<file path="src/rtl/ffwind_pkg.sv">
package ffwind_pkg;
   localparam int CW   = 2;
   localparam int DIRS = 8;

   typedef enum logic [CW-1:0] {
      C_GROUND = 2'b00,
      C_TREE   = 2'b01,
      C_FIRE   = 2'b10,
      C_BURNT  = 2'b11
   } cell_e;

   typedef struct packed {
      logic [1:0] spd;
      logic [2:0] dir;
      logic       en;
   } wind_cfg_t;

   // compass codes, clockwise from north
   localparam logic [2:0] D_N  = 3'd0;
   localparam logic [2:0] D_NE = 3'd1;
   localparam logic [2:0] D_E  = 3'd2;
   localparam logic [2:0] D_SE = 3'd3;
   localparam logic [2:0] D_S  = 3'd4;
   localparam logic [2:0] D_SW = 3'd5;
   localparam logic [2:0] D_W  = 3'd6;
   localparam logic [2:0] D_NW = 3'd7;
endpackage

</file>
<file path="src/rtl/ffwind_dir_mask.sv">
module ffwind_dir_mask
   import ffwind_pkg::*;
(
   input  wind_cfg_t        cfg,
   output logic [DIRS-1:0]  allow
);
   logic [2:0]      upwind;
   logic [DIRS-1:0] up_oh;
   logic [DIRS-1:0] arc;

   always_comb begin
      upwind = cfg.dir + 3'd4;
      up_oh  = '0;
      up_oh[upwind] = 1'b1;
      arc    = up_oh | {up_oh[DIRS-2:0], up_oh[DIRS-1]}
                     | {up_oh[0], up_oh[DIRS-1:1]};
      if (!cfg.en || cfg.spd == 2'd0)
         allow = '1;
      else if (cfg.spd == 2'd1)
         allow = arc;
      else
         allow = up_oh;
   end
endmodule

</file>
<file path="src/rtl/ffwind_cell_pe.sv">
module ffwind_cell_pe
   import ffwind_pkg::*;
(
   input  logic [CW-1:0]             cur,
   input  logic [DIRS-1:0][CW-1:0]   nbr,
   input  logic [DIRS-1:0]           allow,
   output logic [CW-1:0]             nxt,
   output logic                      diff
);
   logic [DIRS-1:0] hot;
   logic            spark;

   always_comb begin
      for (int k = 0; k < DIRS; k++)
         hot[k] = (nbr[k] == C_FIRE) && allow[k];
      spark = |hot;
      case (cur)
         C_TREE:  nxt = spark ? C_FIRE : C_TREE;
         C_FIRE:  nxt = C_BURNT;
         default: nxt = cur;
      endcase
      diff = (nxt != cur);
   end
endmodule

</file>
<file path="src/rtl/ffwind_change_det.sv">
module ffwind_change_det #(
   parameter int CELLS       = 16,
   parameter int GROUP       = 4,
   parameter bit REDUCE_TREE = 1'b1
) (
   input  logic [CELLS-1:0] diff,
   output logic             any
);
   localparam int NGRP = (CELLS + GROUP - 1) / GROUP;
   localparam int PADW = NGRP * GROUP;

   generate
      if (REDUCE_TREE && NGRP > 1) begin : g_tree
         logic [PADW-1:0] padded;
         logic [NGRP-1:0] grp_any;
         assign padded = PADW'(diff);
         for (genvar g = 0; g < NGRP; g++) begin : g_grp
            assign grp_any[g] = |padded[g*GROUP +: GROUP];
         end
         assign any = |grp_any;
      end else begin : g_flat
         assign any = |diff;
      end
   endgenerate
endmodule

</file>
<file path="src/rtl/ffwind_engine.sv">
module ffwind_engine
   import ffwind_pkg::*;
#(
   parameter int CELLS       = 16,
   parameter int GROUP       = 4,
   parameter bit REDUCE_TREE = 1'b1,
   localparam int ROW_W      = (CELLS + 2) * CW,
   localparam int WORD_W     = CELLS * CW
) (
   input  logic              clk,
   input  logic              rst_n,
   input  logic              in_valid,
   input  logic [ROW_W-1:0]  row_up,
   input  logic [ROW_W-1:0]  row_mid,
   input  logic [ROW_W-1:0]  row_dn,
   input  logic [5:0]        rule_param,
   output logic              out_valid,
   output logic [WORD_W-1:0] out_word,
   output logic              word_changed
);
   generate
      if (CELLS < 1) begin : g_bad_cells
         $error("ffwind_engine: CELLS must be at least 1");
      end
      if (GROUP < 1) begin : g_bad_group
         $error("ffwind_engine: GROUP must be at least 1");
      end
      if (DIRS != 8 || CW != 2) begin : g_bad_pkg
         $error("ffwind_engine: package geometry must be 8 directions of 2-bit cells");
      end
   endgenerate

   wind_cfg_t                         cfg;
   logic [DIRS-1:0]                   allow;
   logic [CELLS-1:0][DIRS-1:0][CW-1:0] nbr;
   logic [WORD_W-1:0]                 next_word;
   logic [CELLS-1:0]                  diff;
   logic                              any_diff;

   assign cfg = wind_cfg_t'(rule_param);

   ffwind_dir_mask u_mask (
      .cfg   (cfg),
      .allow (allow)
   );

   generate
      for (genvar i = 0; i < CELLS; i++) begin : g_pe
         localparam int J = i + 1;
         assign nbr[i][D_N]  = row_up [CW*J       +: CW];
         assign nbr[i][D_NE] = row_up [CW*(J+1)   +: CW];
         assign nbr[i][D_E]  = row_mid[CW*(J+1)   +: CW];
         assign nbr[i][D_SE] = row_dn [CW*(J+1)   +: CW];
         assign nbr[i][D_S]  = row_dn [CW*J       +: CW];
         assign nbr[i][D_SW] = row_dn [CW*(J-1)   +: CW];
         assign nbr[i][D_W]  = row_mid[CW*(J-1)   +: CW];
         assign nbr[i][D_NW] = row_up [CW*(J-1)   +: CW];

         ffwind_cell_pe u_pe (
            .cur   (row_mid[CW*J +: CW]),
            .nbr   (nbr[i]),
            .allow (allow),
            .nxt   (next_word[CW*i +: CW]),
            .diff  (diff[i])
         );
      end
   endgenerate

   ffwind_change_det #(
      .CELLS       (CELLS),
      .GROUP       (GROUP),
      .REDUCE_TREE (REDUCE_TREE)
   ) u_chg (
      .diff (diff),
      .any  (any_diff)
   );

   always_ff @(posedge clk or negedge rst_n) begin
      if (!rst_n) begin
         out_valid    <= 1'b0;
         out_word     <= '0;
         word_changed <= 1'b0;
      end else begin
         out_valid <= in_valid;
         if (in_valid) begin
            out_word     <= next_word;
            word_changed <= any_diff;
         end
      end
   end
endmodule

</file>
<file path="config.mk">
export PLATFORM = sky130hd
export DESIGN_NAME = ffwind_engine
export DESIGN_NICKNAME = d
export VERILOG_FILES = /design/src/rtl/ffwind_pkg.sv /design/src/rtl/ffwind_dir_mask.sv /design/src/rtl/ffwind_cell_pe.sv /design/src/rtl/ffwind_change_det.sv /design/src/rtl/ffwind_engine.sv
export SDC_FILE = /design/constraint.sdc
export NUM_CORES = 1
export LEC_CHECK = 0
export BUFFER_PORTS_ARGS = -buffer_cell sky130_fd_sc_hd__buf_4
export CAP_MARGIN = 20
export CORE_MARGIN = 5
export CORE_UTILIZATION = 55
export CTS_CLUSTER_SIZE = 30
export DETAILED_ROUTE_END_ITERATION = 8
export GPL_TIMING_DRIVEN = 0
export PLACE_DENSITY = 0.85
export SLEW_MARGIN = 0
export SYNTH_ARGS = -nofsm -noshare
export SYNTH_HDL_FRONTEND = slang
export SYNTH_SLANG_ARGS = --single-unit
</file>
<file path="constraint.sdc">
create_clock -name clk -period 1.7 [get_ports clk]
set_clock_uncertainty 0.05 [all_clocks]
set_input_delay 0 -clock clk [delete_from_list [all_inputs] [get_ports clk]]
set_output_delay 0 -clock clk [all_outputs]
set_load 0.005 [all_outputs]
</file>
==> out/metrics.csv, run 1 <==
stage,metric,value,unit
timing,fin_setup_tns,-11200,ps
min_path,hold_depth,3,
critical_path,cp.depth,11,
grt,grt_first_pass_wirelength,33420,um
floorplanning,io-pin-count,151,
place,placedInstanceArea,0.006240,mm2
power_and_ir_drop,ir_drop,0.0004524,V
synthesis,ys_seq_elements,34,
floorplanning,placementRows,34,
synthesis,synth_area_per_cell,7.495,um2
timing,fin_crit,2743,ps
power_and_ir_drop,p_int,2.491,mW
synthesis,syn_inst,635,
power_and_ir_drop,p_clk_frac,0.161,
timing,fin_ws,-1043,ps
floorplanning,die_w,103.0,um
final_layout,diodes,0,
synthesis,ys_warn_count,0,
critical_path,startpoint_type,primary input,
final_layout,final_layout_size_suffix_gt1_frac,0.4591,
status,status,"finished, violations left",
cts,cts-htree-levels,2,
power_and_ir_drop,power_density,563.3,mW/mm2
critical_path,cp_data_arrival_time,2850,ps
final_layout,layout_commonest_cell,buf_4,
critical_path,crit_path_start,rule_param[1],
place,place_congestion,1.011,
power_and_ir_drop,comb_power_share,0.601,
min_path,hp-start,row_mid[2],
grt,groute.usage.overall,0.4039,
critical_path,crit_slowest_cell,a221o_2,
cts,cts_buffer_depth,2,
timing,rsz0062_at_grt,true,
drt,drc,41,
synthesis,ys.flop_type,dfrtp_1,
synthesis,synth-edff-count,0,
job,drv_cap,0,
floorplanning,core_area,0.008593,mm2
timing,drv_slew,0,
critical_path,r2r-start,out_word[20]$_DFFE_PN0P_,
power_and_ir_drop,p_switching,1.801,mW
grt,grt_overflow,0,
timing,fmax,364.6,MHz
grt,grt_pass1_vias,6472,
power_and_ir_drop,leakage,3.361,nW
drt,firstDrtPassIters,9,
synthesis,synthArstFlopShare,1.000,
final_layout,num-fill-cells,412,
floorplanning,die_h,103.0,um
power_and_ir_drop,power,4.292,mW
critical_path,critPathKind,primary input to register,
final_layout,final_cell_mix,"buf_4 (180), inv_1 (59), nor2_1 (40)",
timing,setup_violations,33,
critical_path,r2r_cells,2,
drt,num_vias,7039,
timing,hold_viol,0,
place,dp.cells,893,
critical_path,worst_path_most_repeated_cell,buf_6,
critical_path,cp_max_fo,5,
cts,cts-root-buf,clkbuf_8,
floorplanning,dieArea,0.01061,mm2
cts,cts_tree,done,
final_layout,area_delta_synth_final,60.09,%
synthesis,synth_nets,784,
drt,wirelength,25720,um
synthesis,yosysSeqAreaShare,0.1788,
timing,relSlewSlack,0.4630,
drt,drt-initial-drc-count,1155,
synthesis,synth_cell_type_count,68,
final_layout,instances_no_fill,951,
power_and_ir_drop,p_seq_frac,0.238,
timing,holdWs,1.841,ps
final_layout,fin_util,0.8867,
drt,viasPerCell,7.402,
place,port_buffers,150,
critical_path,worst-path-buf-inv,3,
critical_path,cp-end-kind,register,
status,violations,"design-rule violations, negative setup slack",
critical_path,crit_chain,buf_8 > and2_1 > a221o_2 > buf_6 > a221oi_4 > and3_4 > buf_6 > mux2i_1 > a311o_1 > nor4_4 > a31oi_1,
grt,grt_antenna_before_repair,0,
timing,worstMarginPinSlew,805.4,ps
timing,fin_crit_sh,1.613,
cts,clk_pin_slew,90,ps
synthesis,syn_area,0.004760,mm2
place,post-place-ws,-1415,ps
critical_path,worst_ep_required_time,1810,ps
final_layout,final_area,0.007620,mm2
power_and_ir_drop,power_switching_share,0.4196,
final_layout,nets,991,
critical_path,crit_family,compound AO/OA/AOI/OAI gates,
grt,grt_max_degree,35,
drt,ant_nets,0,
floorplanning,start_util,0.5539,
cts,clk_latency,290,ps
drt,wl_per_cell,27.04,um
cts,tritoncts_num_sinks,34,
place,hpwl,15580,um
critical_path,slowest_delay,500,ps
min_path,holdCritPathClass,primary input to register,
cts,cts_made_buffers,5,
## metal layers
metal	up-vias	GRT usage	share of wire
li1	2810	-	-
met1	3215	0.4905	0.33
met2	754	0.6566	0.43
met3	260	0.1035	0.15
met4	0	0.2102	0.091
met5	-	0	0
## area by class of cell
type,instances,area (um2),area share
clock inverters,2,12.51,0.001642
multi-input cells,508,4308,0.5654
plain buffers,26,292.8,0.03842
flip-flops and latches,34,850.8,0.1117
inverters,63,239.0,0.03136
well taps,108,135.1,0.01773
repair buffers,204,1699,0.2230
clock buffers,6,82.58,0.01084
## synthesized netlist by cell type, types with 6 or more instances
master	n	area share
a211oi_1	9	0.014
a21oi_1	31	0.033
a221oi_1	8	0.015
a22oi_1	22	0.035
and3_1	6	0.0079
and4_1	6	0.011
buf_2	8	0.0084
clkbuf_1	17	0.013
dfrtp_1	34	0.18
ha_1	32	0.084
inv_1	62	0.049
mux2_2	29	0.069
mux2i_1	12	0.025
nand2_1	44	0.035
nand2b_1	10	0.013
nand3_1	17	0.018
nand4_1	14	0.018
nor2_1	50	0.039
nor2b_1	36	0.047
nor3_1	19	0.020
nor4_1	9	0.012
o211ai_1	12	0.019
o21ai_0	30	0.032
o22ai_1	8	0.011
## tightest hold or removal path, cell delays in order
cell	delay, ps
buf_4	110
o21ai_1	70
mux2i_1	120
## power groups by stage
stage / logic [mW] / clock network, mW / registers (mW)
after detailed placement: 1.84 / 0 / 1.03
after floorplan: 1.04 / 0 / 1.03
after global placement: 1.79 / 0 / 1.01
final: 2.58 / 0.691 / 1.02
after CTS: 2.17 / 0.677 / 1.01
after global routing: 2.67 / 0.718 / 1.04
## flip-flops by register name, summed over array words and instances, names as in the netlist
name,count
word_changed,1
out_valid,1
out_word,32
## path summary, 6_finish.rpt
| check | endpoint | slack, ps |
|---|---|---|
| max | word_changed$_DFFE_PN0P_ | -1040 |
| min | out_word[0]$_DFFE_PN0P_ | 2 |
| max reg2reg | out_word[20]$_DFFE_PN0P_ | 810 |
| min reg2reg | out_word[29]$_DFFE_PN0P_ | 470 |
| max in group asynchronous | out_word[11]$_DFFE_PN0P_ | 1100 |
| min in group asynchronous | out_word[15]$_DFFE_PN0P_ | 140 |
## cell families (layout without fill, tap and decap cells)
kind of cell	count (synthesis)	in the layout	synth area share
flip-flops	34	34	0.1788
AND/OR/NAND/NOR	238	238	0.2650
adder cells (fa/ha/maj)	32	32	0.08412
AO/OA/AOI/OAI	196	196	0.2942
multiplexers	42	42	0.09700
buffers and inverters	93	301	0.08097
## what timing repair did
item | CTS | global route
gates cloned | 3 | 0
pin swaps | 39 | 39
gates resized for setup | 113 | 89
hold buffers | 4 | 0
endpoints found under the setup margin | 32 | 32
hold endpoints to repair | 37 | 0
setup buffers | 35 | 17
Note: power is estimated with default switching activity, not from simulation.
==> run 2: changes to the inputs <==
Settings changed: CORE_UTILIZATION 55 to 53, PLACE_DENSITY 0.85 to 0.83.
Clock period 1.7 ns to 3.1 ns, I/O delays scaled along.
==> out/metrics.csv, run 2 (synthesized netlist as in run 1, its figures left out) <==
stage,metric,value,unit,change
cts,clk_latency,300,ps,was 290 ps
cts,cts-root-buf,clkbuf_8,,unchanged
power_and_ir_drop,p_seq_frac,0.288,,was 0.238
cts,cts_buffer_depth,2,,unchanged
place,hpwl,15380,um,was 15580 um
power_and_ir_drop,p_int,1.157,mW,was 2.491 mW
floorplanning,placementRows,34,,unchanged
floorplanning,dieArea,0.01098,mm2,was 0.01061 mm2
timing,relSlewSlack,0.5055,,was 0.4630
final_layout,final_layout_size_suffix_gt1_frac,0.2676,,was 0.4591
power_and_ir_drop,power_switching_share,0.3985,,was 0.4196
power_and_ir_drop,comb_power_share,0.522,,was 0.601
drt,num_vias,6015,,was 7039
critical_path,cp_max_fo,10,,was 5
place,port_buffers,150,,unchanged
final_layout,area_delta_synth_final,29.15,%,was 60.09%
critical_path,crit_chain,buf_4 > buf_6 > buf_2 > buf_2 > a221oi_1 > o2bb2ai_1 > a221oi_1 > nand4_1 > o211ai_1 > o211ai_1 > nor4_1 > a31oi_1,,was buf_8 > and2_1 > a221o_2 > buf_6 > a221oi_4 > and3_4 > buf_6 > mux2i_1 > a311o_1 > nor4_4 > a31oi_1
cts,cts-htree-levels,2,,unchanged
floorplanning,die_h,104.8,um,was 103.0 um
power_and_ir_drop,power,1.923,mW,was 4.292 mW
final_layout,num-fill-cells,678,,was 412
final_layout,fin_util,0.7049,,was 0.8867
critical_path,r2r_setup_slack,2230,ps,was 810 ps
timing,rsz0062_at_grt,false,,was true
place,place_congestion,1.042,,was 1.011
timing,worstMarginPinSlew,721.1,ps,was 805.4 ps
grt,grt_max_degree,35,,unchanged
final_layout,top_regs,"out_word (32), out_valid (1), word_changed (1)",,unchanged
grt,grt_pass1_vias,5756,,was 6472
power_and_ir_drop,p_switching,766.5,uW,was 1.801 mW
timing,setup_violations,0,,was 33
drt,wirelength,18980,um,was 25720 um
final_layout,layout_commonest_cell,buf_4,,unchanged
status,status,"finished, final reports clean",,"was finished, violations left"
timing,hold_viol,0,,unchanged
floorplanning,core_area,0.008721,mm2,was 0.008593 mm2
timing,fin_setup_tns,0,ps,was -11200 ps
final_layout,largest_reg_flops,32,,unchanged
drt,firstDrtPassIters,8,,was 9
min_path,hp-start,row_mid[29],,was row_mid[2]
drt,viasPerCell,6.654,,was 7.402
final_layout,regMostFlops,out_word,,unchanged
drt,drc,0,,was 41
cts,postCtsSetupBuffers,0,,was 35
final_layout,final_cell_mix,"buf_4 (153), inv_1 (62), nor2_1 (50)",,"was buf_4 (180), inv_1 (59), nor2_1 (40)"
floorplanning,die_w,104.8,um,was 103.0 um
timing,fmax,332.3,MHz,
floorplanning,io-pin-count,151,,unchanged
critical_path,crit_slowest_cell,a221oi_1,,was a221o_2
grt,grt_overflow,0,,unchanged
timing,drv_slew,0,,unchanged
timing,holdWs,17.08,ps,was 1.841 ps
cts,tritoncts_num_sinks,34,,unchanged
cts,clk_pin_slew,80,ps,was 90 ps
timing,fin_crit,3010,ps,
grt,groute.usage.overall,0.3245,,was 0.4039
final_layout,diodes,0,,unchanged
grt,grt_antenna_before_repair,0,,unchanged
critical_path,crit_path_start,rule_param[3],,was rule_param[1]
timing,fin_crit_sh,0.9709,,
critical_path,worst_ep_required_time,3230,ps,was 1810 ps
grt,grt_first_pass_wirelength,29120,um,was 33420 um
drt,ant_nets,0,,unchanged
floorplanning,start_util,0.5458,,was 0.5539
power_and_ir_drop,ir_drop,0.0002743,V,was 0.0004524 V
job,drv_cap,0,,unchanged
critical_path,startpoint_type,primary input,,unchanged
power_and_ir_drop,p_clk_frac,0.190,,was 0.161
critical_path,r2r-start,out_word[20]$_DFFE_PN0P_,,unchanged
critical_path,cp_data_arrival_time,3140,ps,was 2850 ps
critical_path,cp-end-kind,register,,unchanged
cts,cts_made_buffers,5,,unchanged
min_path,holdCritPathClass,primary input to register,,unchanged
critical_path,slowest_delay,600,ps,was 500 ps
drt,drt-initial-drc-count,663,,was 1155
power_and_ir_drop,power_density,312.9,mW/mm2,was 563.3 mW/mm2
power_and_ir_drop,leakage,2.796,nW,was 3.361 nW
drt,wl_per_cell,20.99,um,was 27.04 um
critical_path,critPathKind,primary input to register,,unchanged
cts,cts_tree,done,,unchanged
final_layout,nets,944,,was 991
-- run 2: cell count changes in the layout (fill, tap and decap cells not counted), moves of 11 or more --
| cell | delta |
|---|---|
| buf_4 | -27 |
| o21ai_0 | +17 |
| buf_6 | -16 |
| mux2_2 | +16 |
| mux2_4 | -16 |
| ha_1 | +11 |
| o21ai_1 | -11 |
-- run 2: power groups by stage --
stage	combinational, mW	clock, mW	sequential [mW]
3_3_place_gp	0.941	0	0.556
6_report	1.00	0.366	0.554
4_1_cts	0.977	0.364	0.553
2_1_floorplan	0.530	0	0.563
5_1_grt	1.07	0.389	0.565
3_5_place_dp	0.969	0	0.561
-- run 2: what timing repair did --
action                                  4_1_cts  5_1_grt
hold buffers                                  3        0
endpoints found under the hold margin        36        0
gates resized for setup                       0        1
endpoints found under the setup margin        0        1
-- run 2: stage by stage --
step	cell area, um2	cells	setup slack (ps)
floorplan	4760	635	689.1
global placement	6021	893	36.83
detailed placement	6021	893	87.05
CTS	6146	904	276.2
global route	6147	904	2.419
finish	6147	904	90.24
-- run 2: final timing paths --
check	cells past startpoint	endpoint
hold / removal	3	out_word[27]$_DFFE_PN0P_
min in group asynchronous	2	out_word[25]$_DFFE_PN0P_
max in group asynchronous	2	out_word[9]$_DFFE_PN0P_
setup / recovery	12	word_changed$_DFFE_PN0P_
setup reg to reg	2	out_word[20]$_DFFE_PN0P_
hold reg to reg	1	out_word[15]$_DFFE_PN0P_
-- run 2: final cells by class --
type                    count  area [um2]  area share
multi-input cells         508        3525      0.5734
repair buffers            153        1156      0.1881
flip-flops and latches     34       850.8      0.1384
inverters                  63       236.5     0.03847
plain buffers              30       148.9     0.02422
well taps                 108       135.1     0.02198
clock buffers               6       82.58     0.01343
clock inverters             2       12.51    0.002035
-- run 2: routing by layer --
layer | up-vias | part of all wire | global-route usage | wire length, um
met2 | 454 | 0.45 | 0.5157 | 8607
met1 | 2777 | 0.38 | 0.4258 | 7151
li1 | 2712 | - | - | -
met4 | 0 | 0.041 | 0.1279 | 782
met5 | - | 0 | 0 | 0
met3 | 72 | 0.13 | 0.07522 | 2436
-- run 2: critical path, delay by kind of cell --
kind | cells | cell delay [ps]
buf+inv | 4 | 720
simple gates | 2 | 690
compound gates | 6 | 1720
